### src/rtl/serprog_host.sv
module serprog_host #(
  parameter int CLK_PER_MS = 1000,
  parameter int PWR_MS     = 20,
  parameter int FLASH_MS   = 5,
  parameter int HALF_CLKS  = 4,
  parameter int RST_CLKS   = 4,
  parameter int MAX_TRIES  = 3,
  parameter int PAGE_WORDS = 32
) (
  input  logic        clk,
  input  logic        rst_n,
  input  logic        start,
  input  logic        verify_en,
  input  logic        erased,
  input  logic [6:0]  num_pages,
  input  logic        wd_valid,
  input  logic [15:0] wd_data,
  output logic        wd_ready,
  output logic        tgt_reset,
  output logic        tgt_sck,
  output logic        tgt_mosi,
  input  logic        tgt_miso,
  output logic        busy,
  output logic        done,
  output logic        fail_sync,
  output logic        fail_verify,
  output logic [15:0] bad_addr,
  output logic [3:0]  tries
);
  localparam int IW         = $clog2(PAGE_WORDS);
  localparam int PWR_CLKS   = PWR_MS * CLK_PER_MS;
  localparam int FLASH_CLKS = FLASH_MS * CLK_PER_MS;

  typedef enum logic [2:0] {S_IDLE, S_RST, S_PWR, S_XFER, S_GET, S_WAIT, S_END} st_t;
  typedef enum logic [2:0] {OP_EN, OP_LDL, OP_LDH, OP_WR, OP_RDL, OP_RDH} op_t;

  st_t         st;
  op_t         op;
  logic [31:0] tx;
  logic [15:0] rx;
  logic [15:0] hc;
  logic [4:0]  bc;
  logic [31:0] tmr;
  logic        sck_q, rst_q;
  logic [IW-1:0] idx;
  logic [6:0]  page, np_q;
  logic [15:0] pbuf [PAGE_WORDS];
  logic [7:0]  rdlo;
  logic        ver_q, ers_q;

  function automatic logic [31:0] mkframe(op_t o, logic [15:0] a, logic [15:0] d);
    case (o)
      OP_EN:   mkframe = 32'hAC53_0000;
      OP_LDL:  mkframe = {8'h40, 8'h00, 2'b00, a[5:0], d[7:0]};
      OP_LDH:  mkframe = {8'h48, 8'h00, 2'b00, a[5:0], d[15:8]};
      OP_WR:   mkframe = {8'h4C, a, 8'h00};
      OP_RDL:  mkframe = {8'h20, a, 8'h00};
      default: mkframe = {8'h28, a, 8'h00};
    endcase
  endfunction

  wire [15:0] waddr  = 16'({page, idx});
  wire [15:0] pgaddr = 16'({page, {IW{1'b0}}});
  wire [15:0] naddr  = 16'({page, idx + IW'(1)});
  wire        last   = (idx == IW'(PAGE_WORDS - 1));
  wire        lastpg = (page == np_q - 7'd1);
  wire        tick   = (hc == 16'(HALF_CLKS - 1));
  wire        skip   = ers_q && (wd_data == 16'hFFFF);
  wire [15:0] rdword = {rx[7:0], rdlo};

  assign wd_ready  = (st == S_GET);
  assign tgt_reset = rst_q;
  assign tgt_sck   = sck_q;
  assign tgt_mosi  = (st == S_XFER) && tx[31];
  assign busy      = (st != S_IDLE);

  always_ff @(posedge clk or negedge rst_n) begin
    if (!rst_n) begin
      st <= S_IDLE; op <= OP_EN; tx <= '0; rx <= '0; hc <= '0; bc <= '0; tmr <= '0;
      sck_q <= 1'b0; rst_q <= 1'b0; idx <= '0; page <= '0; np_q <= '0; rdlo <= '0;
      ver_q <= 1'b0; ers_q <= 1'b0; done <= 1'b0; fail_sync <= 1'b0;
      fail_verify <= 1'b0; bad_addr <= '0; tries <= '0;
    end else begin
      case (st)
        S_IDLE: if (start) begin
          done <= 1'b0; fail_sync <= 1'b0; fail_verify <= 1'b0; bad_addr <= '0; tries <= '0;
          ver_q <= verify_en; ers_q <= erased; np_q <= num_pages;
          rst_q <= 1'b0; sck_q <= 1'b0; tmr <= '0; st <= S_RST;
        end
        S_RST: begin
          tmr <= tmr + 32'd1;
          if (tmr == 32'(HALF_CLKS - 1)) rst_q <= 1'b1;
          if (tmr == 32'(HALF_CLKS + RST_CLKS - 1)) begin
            rst_q <= 1'b0; tmr <= '0; st <= S_PWR;
          end
        end
        S_PWR: begin
          tmr <= tmr + 32'd1;
          if (tmr == 32'(PWR_CLKS - 1)) begin
            tmr <= '0; op <= OP_EN; tx <= mkframe(OP_EN, 16'h0, 16'h0);
            hc <= '0; bc <= '0; st <= S_XFER;
          end
        end
        S_XFER: begin
          if (!tick) hc <= hc + 16'd1;
          else begin
            hc <= '0;
            if (!sck_q) begin
              sck_q <= 1'b1;
              rx <= {rx[14:0], tgt_miso};
            end else begin
              sck_q <= 1'b0;
              tx <= {tx[30:0], 1'b0};
              bc <= bc + 5'd1;
              if (bc == 5'd31) begin
                case (op)
                  OP_EN: begin
                    if (rx[15:8] == 8'h53) begin
                      idx <= '0; page <= '0;
                      st <= (np_q == 7'd0) ? S_END : S_GET;
                    end else begin
                      tries <= tries + 4'd1;
                      tmr <= '0;
                      if (tries == 4'(MAX_TRIES - 1)) begin
                        fail_sync <= 1'b1; st <= S_END;
                      end else st <= S_RST;
                    end
                  end
                  OP_LDL: begin
                    op <= OP_LDH; tx <= mkframe(OP_LDH, waddr, pbuf[idx]);
                  end
                  OP_LDH: begin
                    if (last) begin
                      op <= OP_WR; tx <= mkframe(OP_WR, pgaddr, 16'h0);
                    end else begin
                      idx <= idx + IW'(1); st <= S_GET;
                    end
                  end
                  OP_WR: begin
                    tmr <= '0; st <= S_WAIT;
                  end
                  OP_RDL: begin
                    rdlo <= rx[7:0];
                    op <= OP_RDH; tx <= mkframe(OP_RDH, waddr, 16'h0);
                  end
                  default: begin
                    if (rdword != pbuf[idx] && !fail_verify) begin
                      fail_verify <= 1'b1; bad_addr <= waddr;
                    end
                    if (!last) begin
                      idx <= idx + IW'(1);
                      op <= OP_RDL; tx <= mkframe(OP_RDL, naddr, 16'h0);
                    end else if (lastpg) st <= S_END;
                    else begin
                      page <= page + 7'd1; idx <= '0; st <= S_GET;
                    end
                  end
                endcase
              end
            end
          end
        end
        S_GET: if (wd_valid) begin
          pbuf[idx] <= wd_data;
          hc <= '0; bc <= '0;
          if (!skip) begin
            op <= OP_LDL; tx <= mkframe(OP_LDL, waddr, wd_data); st <= S_XFER;
          end else if (last) begin
            op <= OP_WR; tx <= mkframe(OP_WR, pgaddr, 16'h0); st <= S_XFER;
          end else idx <= idx + IW'(1);
        end
        S_WAIT: begin
          tmr <= tmr + 32'd1;
          if (tmr == 32'(FLASH_CLKS - 1)) begin
            tmr <= '0; hc <= '0; bc <= '0;
            if (ver_q) begin
              idx <= '0; op <= OP_RDL; tx <= mkframe(OP_RDL, pgaddr, 16'h0); st <= S_XFER;
            end else if (lastpg) st <= S_END;
            else begin
              page <= page + 7'd1; idx <= '0; st <= S_GET;
            end
          end
        end
        S_END: begin
          rst_q <= 1'b1; done <= 1'b1; st <= S_IDLE;
        end
        default: st <= S_IDLE;
      endcase
    end
  end
endmodule

### config.mk
export PLATFORM = sky130hd
export DESIGN_NAME = serprog_host
export DESIGN_NICKNAME = d
export VERILOG_FILES = /design/src/rtl/serprog_host.sv
export SDC_FILE = /design/constraint.sdc
export NUM_CORES = 1
export LEC_CHECK = 0
export ABC_AREA = 1
export BUFFER_PORTS_ARGS = -buffer_cell sky130_fd_sc_hd__buf_2
export CORE_MARGIN = 5
export CORE_UTILIZATION = 40
export CTS_CLUSTER_DIAMETER = 80
export DETAILED_ROUTE_END_ITERATION = 8
export GPL_ROUTABILITY_DRIVEN = 0
export GPL_TIMING_DRIVEN = 0
export PLACE_DENSITY = 0.6
export REMOVE_ABC_BUFFERS = 1
export SLEW_MARGIN = 20
export SYNTH_ARGS = -nofsm -noshare
export SYNTH_HDL_FRONTEND = slang
export SYNTH_SLANG_ARGS = --single-unit
### constraint.sdc
create_clock -name clk -period 7 [get_ports clk]
set_clock_uncertainty 0.15 [all_clocks]
set_input_delay 1.4 -clock clk [delete_from_list [all_inputs] [get_ports clk]]
set_output_delay 1.4 -clock clk [all_outputs]
set_load 0.01 [all_outputs]
==> results.yml, run 1 <==
status:
  result_of_the_run: "finished, final reports clean"
placement:
  preCtsSetupSlack_ps: 1780
  placed_cell_area_sq_um: 32700
  post-dp-hpwl_mm: 47.6
  io_buffers: 53
timing:
  timing.final.hold_violations: 0
  fin_hold_ws_ps: 315
  max-slew-margin-rel_pct: 31.8
  final.period_utilization_pct: 65.4
  timing_worst_slew_pin_value_ps: 1020
  final_setup_fails: 0
  post-route-worst-setup-slack_ps: 2420
  rsz_0062_raised_after_global_routing: "no"
  fmaxAchievable_mhz: 218
  drv_slew: 0
  period_needed_ps: 4580
final_layout:
  synthesis_to_layout_area_growth_pct: 13.0
  multi_input_logic_area_sq_um: 9760
  stdcell_area_sq_um: 35000
  drive_above_1_share_pct: 8.01
  post_layout_utilization_of_the_core_pct: 45.4
  nNetsFinal: 3422
  sequential_area_sq_um: 19300
  layout.filler_cells: 7289
die:
  die-height_microns: 288
  die_width_microns: 288
  start_util_pct: 40.2
  core_area_sq_um: 77100
  fp.dieArea_sq_um: 83100
  rows: 102
  io_pins: 58
hold_path:
  holdCritStartpoint: "bad_addr[9]"
  hold_class: "reg -> reg"
clock_network:
  clk-insertion-delay-late_ps: 620
  cts_buffers: 71
  cts_hold_repair.buffers: 0
  cts-resized-gates: 0
  clock-root-buffer: "clkbuf_16"
  clock_tree_from_tritoncts: "yes"
  cts.sinks: 669
  post_cts_repair_timing_setup_buffer_count: 0
  clock_path_buffers: 3
  cts.htree.levels: 3
  clkTransAtPathRegs_ps: 50
critical_path:
  critical_path_class: "in -> reg"
  crit_start: "wd_data[10]"
  crit_path_start_kind: "primary input"
  timing.critical_path.fanout_max: 38
  r2r-start: "idx[0]"
  worst-endpoint-arrival_ps: 4880
  worst_ep_required_time_ps: 7310
  worstSetupEndpointType: "flop"
yosys:
  post_synth_num_cell_types: 55
  synth_top_family_by_area: "simple AND/OR/NAND/NOR gates"
  post_synthesis_adder_cell_area_fraction_pct: 0.566
  share_of_synthesized_area_spent_on_multiplexers_pct: 0.218
  yosys_warnings: 0
  netlist_top_cells_count: "1173 x nand2_1, 512 x edfxtp_1, 352 x nor2_1"
  ffs_latches_synth: 669
  syn_area_sq_um: 31000
  synth_largest_area_cell: "edfxtp_1"
  synth.area.top_cells: "edfxtp_1 50%, nand2_1 14%, dfrtp_1 13%"
  synth.top_cell.area_share_pct: 49.7
  avgSynthCellArea_sq_um: 9.28
  synthXorXnorAreaFrac_pct: 0.594
  synth_simple_gate_area_share_pct: 23.8
  synth-seq-area-share_pct: 62.3
  synth_compound_area_share_pct: 5.90
  ys_dominant_reg_cell: "edfxtp_1"
  synthArstFlopShare_pct: 23.5
  synth_enable_flop_cells: 512
  syn-instance-count: 3336
  synthMostInstantiatedCell: "nand2_1"
power:
  leakagePower_nw: 14.5
  peak_supply_drop_mv: 0.223
  power_density_nw_per_um2: 341
  p_total_mw: 11.9
global_routing:
  via_count_of_the_first_global_routing_pass: 21004
  global_route_wire_length_before_repair_mm: 121
  globalRouteOverflowTotal: 0
  grt_start_max_net_pins: 161
  antenna_found_initial: 2
  grtUsageTotal_pct: 18.5
detailed_routing:
  post_drt_via_cell_ratio: 5.00
  post_drt_wl_per_cell_microns: 17.3
  vias: 22366
  initialDrtViolationCount: 1908
  drt_wl_total_mm: 77.5
  number_of_remaining_drc_errors: 0
  drtAntennaViolNets: 0
  dr.pass1.iters: 5
job:
  max-cap-violations: 0
[per-layer routing]
metal,up-vias,routed length [microns],GRT usage [%]
li1,10998,-,-
met1,10682,34700,25.8
met2,550,36400,30.1
met3,136,3980,2.57
met4,0,2320,6.40
met5,-,0,0
[cells in the final DEF (no fill, tap or decap), drive strengths merged, types with 62 or more instances in the layout]
| cell | instances |
|---|---|
| a21oi | 62 |
| buf | 96 |
| clkbuf | 99 |
| dfrtp | 157 |
| edfxtp | 512 |
| inv | 353 |
| nand2 | 1178 |
| nand3 | 167 |
| nor2 | 363 |
| nor3 | 63 |
| o21ai | 202 |
[critical path, cell delays in order]
cell and delay, ps:
buf_2 650, nand2_1 100, nor2_1 200, nand3_1 90
nor3_1 440, nand2_1 250, o21ai_1 250, nor3_1 90
nand2_2 530, inv_1 530, o21ai_0 200, o21ai_0 100
[path summary, 6_finish.rpt]
check,to,slack [ps],cells after the start
hold / removal,bad_addr[9],320,2
hold reg to reg,bad_addr[9],320,2
setup reg to reg,bad_addr[8],2720,21
min in group asynchronous,bad_addr[11],600,1
max in group asynchronous,idx[0],5210,2
setup / recovery,tx[29],2420,12
[power by group]
part / leakage, nW / switching [mW] / internal [mW]
logic: 6.69 / 2.54 / 1.01
registers: 6.71 / 0.207 / 4.46
clock network: 1.10 / 1.58 / 2.13
total: 14.5 / 4.32 / 7.61
[metrics by stage]
stage | instances | TNS [ps]
floorplan | 3209 | -369310
global placement | 4302 | -3928730
detailed placement | 4345 | 0
CTS | 4474 | 0
global route | 4474 | 0
finish | 4476 | 0
[state kept, by name, indices dropped and copies added (netlist names), 7 cells and up]
| signal | count |
|---|---|
| np_q | 7 |
| rx | 16 |
| bad_addr | 12 |
| tmr | 32 |
| hc | 16 |
| pbuf | 512 |
| rdlo | 8 |
| tx | 32 |
| page | 7 |
[area by class of cell]
cell class | count | area share [%]
Sequential cell | 669 | 55.2
Multi-Input combinational cell | 2189 | 27.9
Clock buffer | 99 | 5.61
Inverter | 351 | 3.84
Tap cell | 1040 | 3.72
Timing Repair Buffer | 96 | 2.81
Clock inverter | 30 | 0.933
Antenna cell | 2 | 0.0143
[cells by family (layout without fill, tap and decap cells)]
group	count (synthesis)	in the layout
xor+xnor	21	21
other cells	1	6
mux	6	6
flops	669	669
fa+ha+maj	14	14
simple gates	1815	1815
compound gates	329	329
buf+inv	481	576
Note: power is estimated with default switching activity, not from simulation.
==> run 2, diff against run 1 <==
--- a/config.mk
+++ b/config.mk
@@ -13,7 +13,7 @@
 export DETAILED_ROUTE_END_ITERATION = 8
 export GPL_ROUTABILITY_DRIVEN = 0
 export GPL_TIMING_DRIVEN = 0
-export PLACE_DENSITY = 0.6
+export PLACE_DENSITY = 0.62
 export REMOVE_ABC_BUFFERS = 1
 export SLEW_MARGIN = 20
 export SYNTH_ARGS = -nofsm -noshare
==> constraint.sdc (replaced) <==
create_clock -name clk -period 3.98 [get_ports clk]
set_clock_uncertainty 0.15 [all_clocks]
set_input_delay 0.796 -clock clk [delete_from_list [all_inputs] [get_ports clk]]
set_output_delay 0.796 -clock clk [all_outputs]
set_load 0.01 [all_outputs]
==> results.yml, run 2 (synthesized netlist as in run 1, its figures left out) <==
status:
  result_of_the_run: "finished, final reports clean"
die:
  fp.dieArea_sq_um: 83100
  rows: 102
  io_pins: 58
  die_width_microns: 288
  start_util_pct: 40.2
  die-height_microns: 288
  core_area_sq_um: 77100
critical_path:
  cp_buf_inv_count: 4
  ff2ff_setup_slack_ps: 70
  reg2reg_to: "pbuf[24][8]"
  timing.critical_path.fanout_max: 10
  worstRegToRegCells: 9
  cp_num_cells: 9
  timing.critical_path.slowest_cell_delay_ps: 710
  critical_path_class: "reg -> reg"
  worst_ep_required_time_ps: 4170
  cp_slowest_cell: "nor2_2"
  worstSetupEndpointType: "flop"
  worst-endpoint-arrival_ps: 4100
  critical-path-top-delay-family: "simple AND/OR/NAND/NOR gates"
  crit_path_start_kind: "flop"
  timing.critical_path.mode_cell: "inv_1"
  cell_breakdown_of_the_critical_path: "inv_1 > nor2_4 > inv_1 > nor2_4 > inv_1 > nor2_1 > nand2_1 > nor2_2 > buf_6"
  r2r-start: "st[2]"
placement:
  io_buffers: 53
  post-dp-hpwl_mm: 48.2
  place_inst: 4344
detailed_routing:
  drtAntennaViolNets: 0
  post_drt_wl_per_cell_microns: 17.8
  initialDrtViolationCount: 2206
  post_drt_via_cell_ratio: 5.05
  drt_wl_total_mm: 80.1
  dr.pass1.iters: 7
  number_of_remaining_drc_errors: 0
  vias: 22670
final_layout:
  nNetsFinal: 3434
  layout.cells.most_common_list: "1171 x nand2_1, 512 x edfxtp_1, 340 x inv_1"
  synthesis_to_layout_area_growth_pct: 13.9
  flip_flop_count_of_the_largest_register_all_copies_and_words_added: 512
  layout.filler_cells: 7176
  final_common_cell: "nand2_1"
  drive_above_1_share_pct: 8.54
  largest_register: "pbuf"
  instances_no_fill: 4486
  leading_registers_by_flop_count: "pbuf (512), tmr (32), tx (32)"
clock_network:
  clock-root-buffer: "clkbuf_16"
  cts.htree.levels: 3
  clock_tree_from_tritoncts: "yes"
  cts.sinks: 669
  clk-insertion-delay-late_ps: 640
  cts_buffers: 71
  clock_path_buffers: 3
  clkTransAtPathRegs_ps: 60
global_routing:
  global_route_wire_length_before_repair_mm: 122
  via_count_of_the_first_global_routing_pass: 21227
  global_route.usage.met2_pct: 31.1
  globalRouteOverflowTotal: 0
  use_met1_pct: 25.9
  antenna_found_initial: 1
  grt_start_max_net_pins: 97
  grt_use_met3_pct: 2.55
  gr_peak_layer: "met2"
  grtUsageTotal_pct: 18.9
timing:
  final.period_utilization_pct: 98.3
  rsz_0062_raised_after_global_routing: "yes"
  period_needed_ps: 3910
  drv_slew: 0
  timing.final.hold_violations: 0
  timing_worst_slew_pin_value_ps: 1040
  max-slew-margin-rel_pct: 30.7
  fmaxAchievable_mhz: 256
  final_setup_fails: 0
power:
  peak_supply_drop_mv: 0.406
  leakagePower_nw: 14.6
  p_total_mw: 21.5
  power_density_nw_per_um2: 610
job:
  max-cap-violations: 0
hold_path:
  hold_class: "in -> async"
-- run 2: cell types whose count changed in the layout (fill, tap and decap cells not counted), sizes merged --
cell / before / now
clkbuf: 99 / 85
clkinv: 20 / 29
buf: 96 / 103
bufinv: 4 / 9
clkinvlp: 4 / 2
inv: 353 / 355
bufbuf: 0 / 1
diode: 2 / 3
nor2: 363 / 364
-- run 2: worst max path at each step --
stage / from / to
global route: st[2] / pbuf[24][8]
global placement: idx[0] / bad_addr[2]
CTS: idx[0] / bad_addr[5]
floorplan: idx[0] / fail_verify
finish: st[2] / pbuf[24][8]
detailed placement: wd_data[12] / tx[29]
-- run 2: per-layer routing --
layer	vias to the layer above	part of all wire [%]	wire (microns)
met5	-	0	0
met4	0	3.0	2390
met3	138	6.2	4980
met2	715	48	38300
met1	10802	43	34400
li1	11015	-	-
-- run 2: report_power, final --
group	total, mW	internal, mW	switching (mW)	leakage (nW)
logic	6.59	1.88	4.71	6.78
registers	8.20	7.84	0.364	6.71
clock network	6.71	3.92	2.79	1.15
total	21.5	13.6	7.86	14.6
-- run 2: layout make-up --
type	instances	area [sq um]	share of cell area, %
sequential	669	19300	54.7
multi-input combinational	2190	9780	27.7
clock buffer	84	1840	5.20
inverter	351	1360	3.84
tap	1040	1300	3.69
timing repair buffer	105	1150	3.25
clock inverter	42	522	1.48
timing repair inverter	2	16.3	0.0461
antenna	3	7.51	0.0213
-- run 2: metrics by stage --
step                hold slack [ps]  TNS [ps]  setup WS, ps  util, %  area, sq um
floorplan                       293  -1930730         -4580        -        30300
finish                         12.5         0          69.3     45.8        35300
CTS                            6.97         0          9.38     45.6        35100
global route                   30.9      -222         -15.6     45.8        35300
detailed placement              305    -55480          -593     42.4        32600
global placement                304  -5487310        -12060     41.3        31800
-- run 2: what timing repair did --
item | CTS | global route
endpoints found under the hold margin | 62 | 0
gates resized for setup | 7 | 10
pin swaps | 1 | 1
endpoints found under the setup margin | 90 | 96
hold buffers | 1 | 0
gates cloned | 3 | 2
buffers inserted | 1 | 6
==> run 3, diff against run 2 <==
--- a/config.mk
+++ b/config.mk
@@ -8,12 +8,13 @@
 export ABC_AREA = 1
 export BUFFER_PORTS_ARGS = -buffer_cell sky130_fd_sc_hd__buf_2
 export CORE_MARGIN = 5
-export CORE_UTILIZATION = 40
+export CORE_UTILIZATION = 32
 export CTS_CLUSTER_DIAMETER = 80
+export CTS_CLUSTER_SIZE = 40
 export DETAILED_ROUTE_END_ITERATION = 8
 export GPL_ROUTABILITY_DRIVEN = 0
 export GPL_TIMING_DRIVEN = 0
-export PLACE_DENSITY = 0.62
+export PLACE_DENSITY = 0.53
 export REMOVE_ABC_BUFFERS = 1
 export SLEW_MARGIN = 20
 export SYNTH_ARGS = -nofsm -noshare
==> results.yml, run 3 (synthesized netlist as in run 1, its figures left out) <==
timing:
  fmaxAchievable_mhz: 249
  timing_worst_slew_pin_value_ps: 1040
  fin_hold_ws_ps: 30.1
  post-route-worst-setup-slack_ps: -34.2
  final.period_utilization_pct: 101
  period_needed_ps: 4010
  drv_slew: 0
  rsz_0062_raised_after_global_routing: "yes"
  final_setup_fails: 21
  max-slew-margin-rel_pct: 30.8
  timing.final.hold_violations: 0
power:
  power_report.internal_total_mw: 11.7
  power_share_of_the_combinational_group_pct: 34.8
  p_total_mw: 19.5
  leakagePower_nw: 14.2
  netSwitchingFraction_pct: 39.9
  net-switching-power_mw: 7.78
  peak_supply_drop_mv: 0.374
  power_density_nw_per_um2: 560
  sequential_cell_fraction_of_total_power_pct: 42.0
  power.share.clock_pct: 23.2
detailed_routing:
  drt_wl_total_mm: 84.3
  dr.pass1.iters: 6
  post_drt_wl_per_cell_microns: 18.1
  post_drt_via_cell_ratio: 4.79
  drtAntennaViolNets: 0
  number_of_remaining_drc_errors: 0
  initialDrtViolationCount: 1712
  vias: 22329
die:
  rows: 114
  core_area_sq_um: 96400
  io_pins: 58
  die-height_microns: 321
  fp.dieArea_sq_um: 103000
  start_util_pct: 32.1
  die_width_microns: 321
clock_network:
  clock_tree_from_tritoncts: "yes"
  clock_path_buffers: 3
  clock-root-buffer: "clkbuf_16"
  cts.htree.levels: 2
  cts.sinks: 669
  cts_buffers: 34
  clkTransAtPathRegs_ps: 120
  clk-insertion-delay-late_ps: 620
global_routing:
  antenna_found_initial: 4
  global_route_wire_length_before_repair_mm: 128
  globalRouteOverflowTotal: 0
  via_count_of_the_first_global_routing_pass: 21209
  grt_start_max_net_pins: 92
  grtUsageTotal_pct: 15.8
status:
  violations: "negative setup slack"
  result_of_the_run: "finished with violations"
critical_path:
  cp_buf_inv_count: 4
  timing.critical_path.slowest_cell_delay_ps: 720
  timing.critical_path.mode_cell: "inv_1"
  worstRegToRegCells: 9
  crit_start: "st[2]"
  r2r-start: "st[2]"
  critical-path-top-delay-family: "simple AND/OR/NAND/NOR gates"
  cell_breakdown_of_the_critical_path: "inv_1 > nor2_4 > inv_1 > nor2_4 > inv_1 > nor2_1 > nand2_1 > nor2_2 > buf_6"
  worstSetupEndpointType: "flop"
  worst_ep_required_time_ps: 4150
  cp_slowest_cell: "nor2_2"
  cp_num_cells: 9
  ff2ff_setup_slack_ps: -30
  worst-endpoint-arrival_ps: 4180
  timing.critical_path.fanout_max: 10
  crit_path_start_kind: "flop"
  critical_path_class: "reg -> reg"
final_layout:
  flip_flop_count_of_the_largest_register_all_copies_and_words_added: 512
  final_common_cell: "nand2_1"
  synthesis_to_layout_area_growth_pct: 12.2
  drive_above_1_share_pct: 8.12
  nNetsFinal: 3407
  layout.cells.most_common_list: "1171 x nand2_1, 512 x edfxtp_1, 339 x inv_1"
  largest_register: "pbuf"
  leading_registers_by_flop_count: "pbuf (512), tmr (32), tx (32)"
hold_path:
  hold_class: "in -> async"
placement:
  post-dp-hpwl_mm: 51.1
  io_buffers: 53
job:
  max-cap-violations: 0
==> run 3: changes by cell type in the layout (fill, tap and decap cells not counted), moves of 8 or more <==
cell,delta
bufinv_16,-8
clkbuf_16,-35
nor2_4,+13
nor2_1,-9
clkinv_2,-10
buf_4,+8
clkbuf_1,-12
clkinv_1,-15
==> run 3: layout make-up <==
| class | instances | area [sq um] |
|---|---|---|
| Antenna cell | 1 | 2.50 |
| Clock inverter | 26 | 418 |
| Fill cell | 9794 | 61700 |
| Inverter | 351 | 1350 |
| Tap cell | 1276 | 1600 |
| Clock buffer | 35 | 876 |
| Timing Repair Buffer | 115 | 1300 |
| Sequential cell | 669 | 19300 |
| Multi-Input combinational cell | 2190 | 9880 |
| Timing Repair inverter | 2 | 16.3 |
==> run 3: metal layers <==
layer | GRT usage [%] | up-vias | wire length [microns]
met3 | 1.51 | 66 | 3360
met4 | 2.58 | 4 | 1210
li1 | - | 10941 | -
met2 | 27.7 | 463 | 41500
met1 | 21.8 | 10855 | 38200
met5 | 0 | - | 20
==> run 3: timing repair <==
action,4_1_cts,5_1_grt
endpoints found under the setup margin,160,275
setup buffers,2,13
hold buffers,0,0
cloned,6,2
pin swaps,1,4
hold endpoints to repair,0,0
resized for setup,12,25
==> run 3: path summary, 6_finish.rpt <==
path                           endpoint
max reg2reg                pbuf[12][12]
min in group clk                  ver_q
max                        pbuf[12][12]
max in group asynchronous        idx[1]
min reg2reg                bad_addr[11]
min                        bad_addr[10]
==> run 3: stage by stage <==
step	util, %	worst slack (ps)	std cells	setup TNS [ps]	area (sq um)
floorplan	-	-4580	3209	-1930730	30300
global placement	33.3	-13470	4538	-5978760	32100
detailed placement	34.2	-773	4580	-101180	33000
CTS	35.7	-4.73	4649	-19.0	34400
global route	36.0	-173	4664	-15410	34700
finish	36.0	-34.2	4665	-436	34700
==> run 3: power groups by stage <==
| stage | Clock [mW] | Sequential [mW] | Combinational [mW] |
|---|---|---|---|
| after global routing | 4.90 | 8.22 | 7.63 |
| final | 4.52 | 8.17 | 6.78 |
| after CTS | 4.65 | 8.17 | 6.70 |
| after floorplan | 0 | 8.51 | 4.04 |
| after global placement | 0 | 8.70 | 5.35 |
| after detailed placement | 0 | 8.31 | 6.44 |
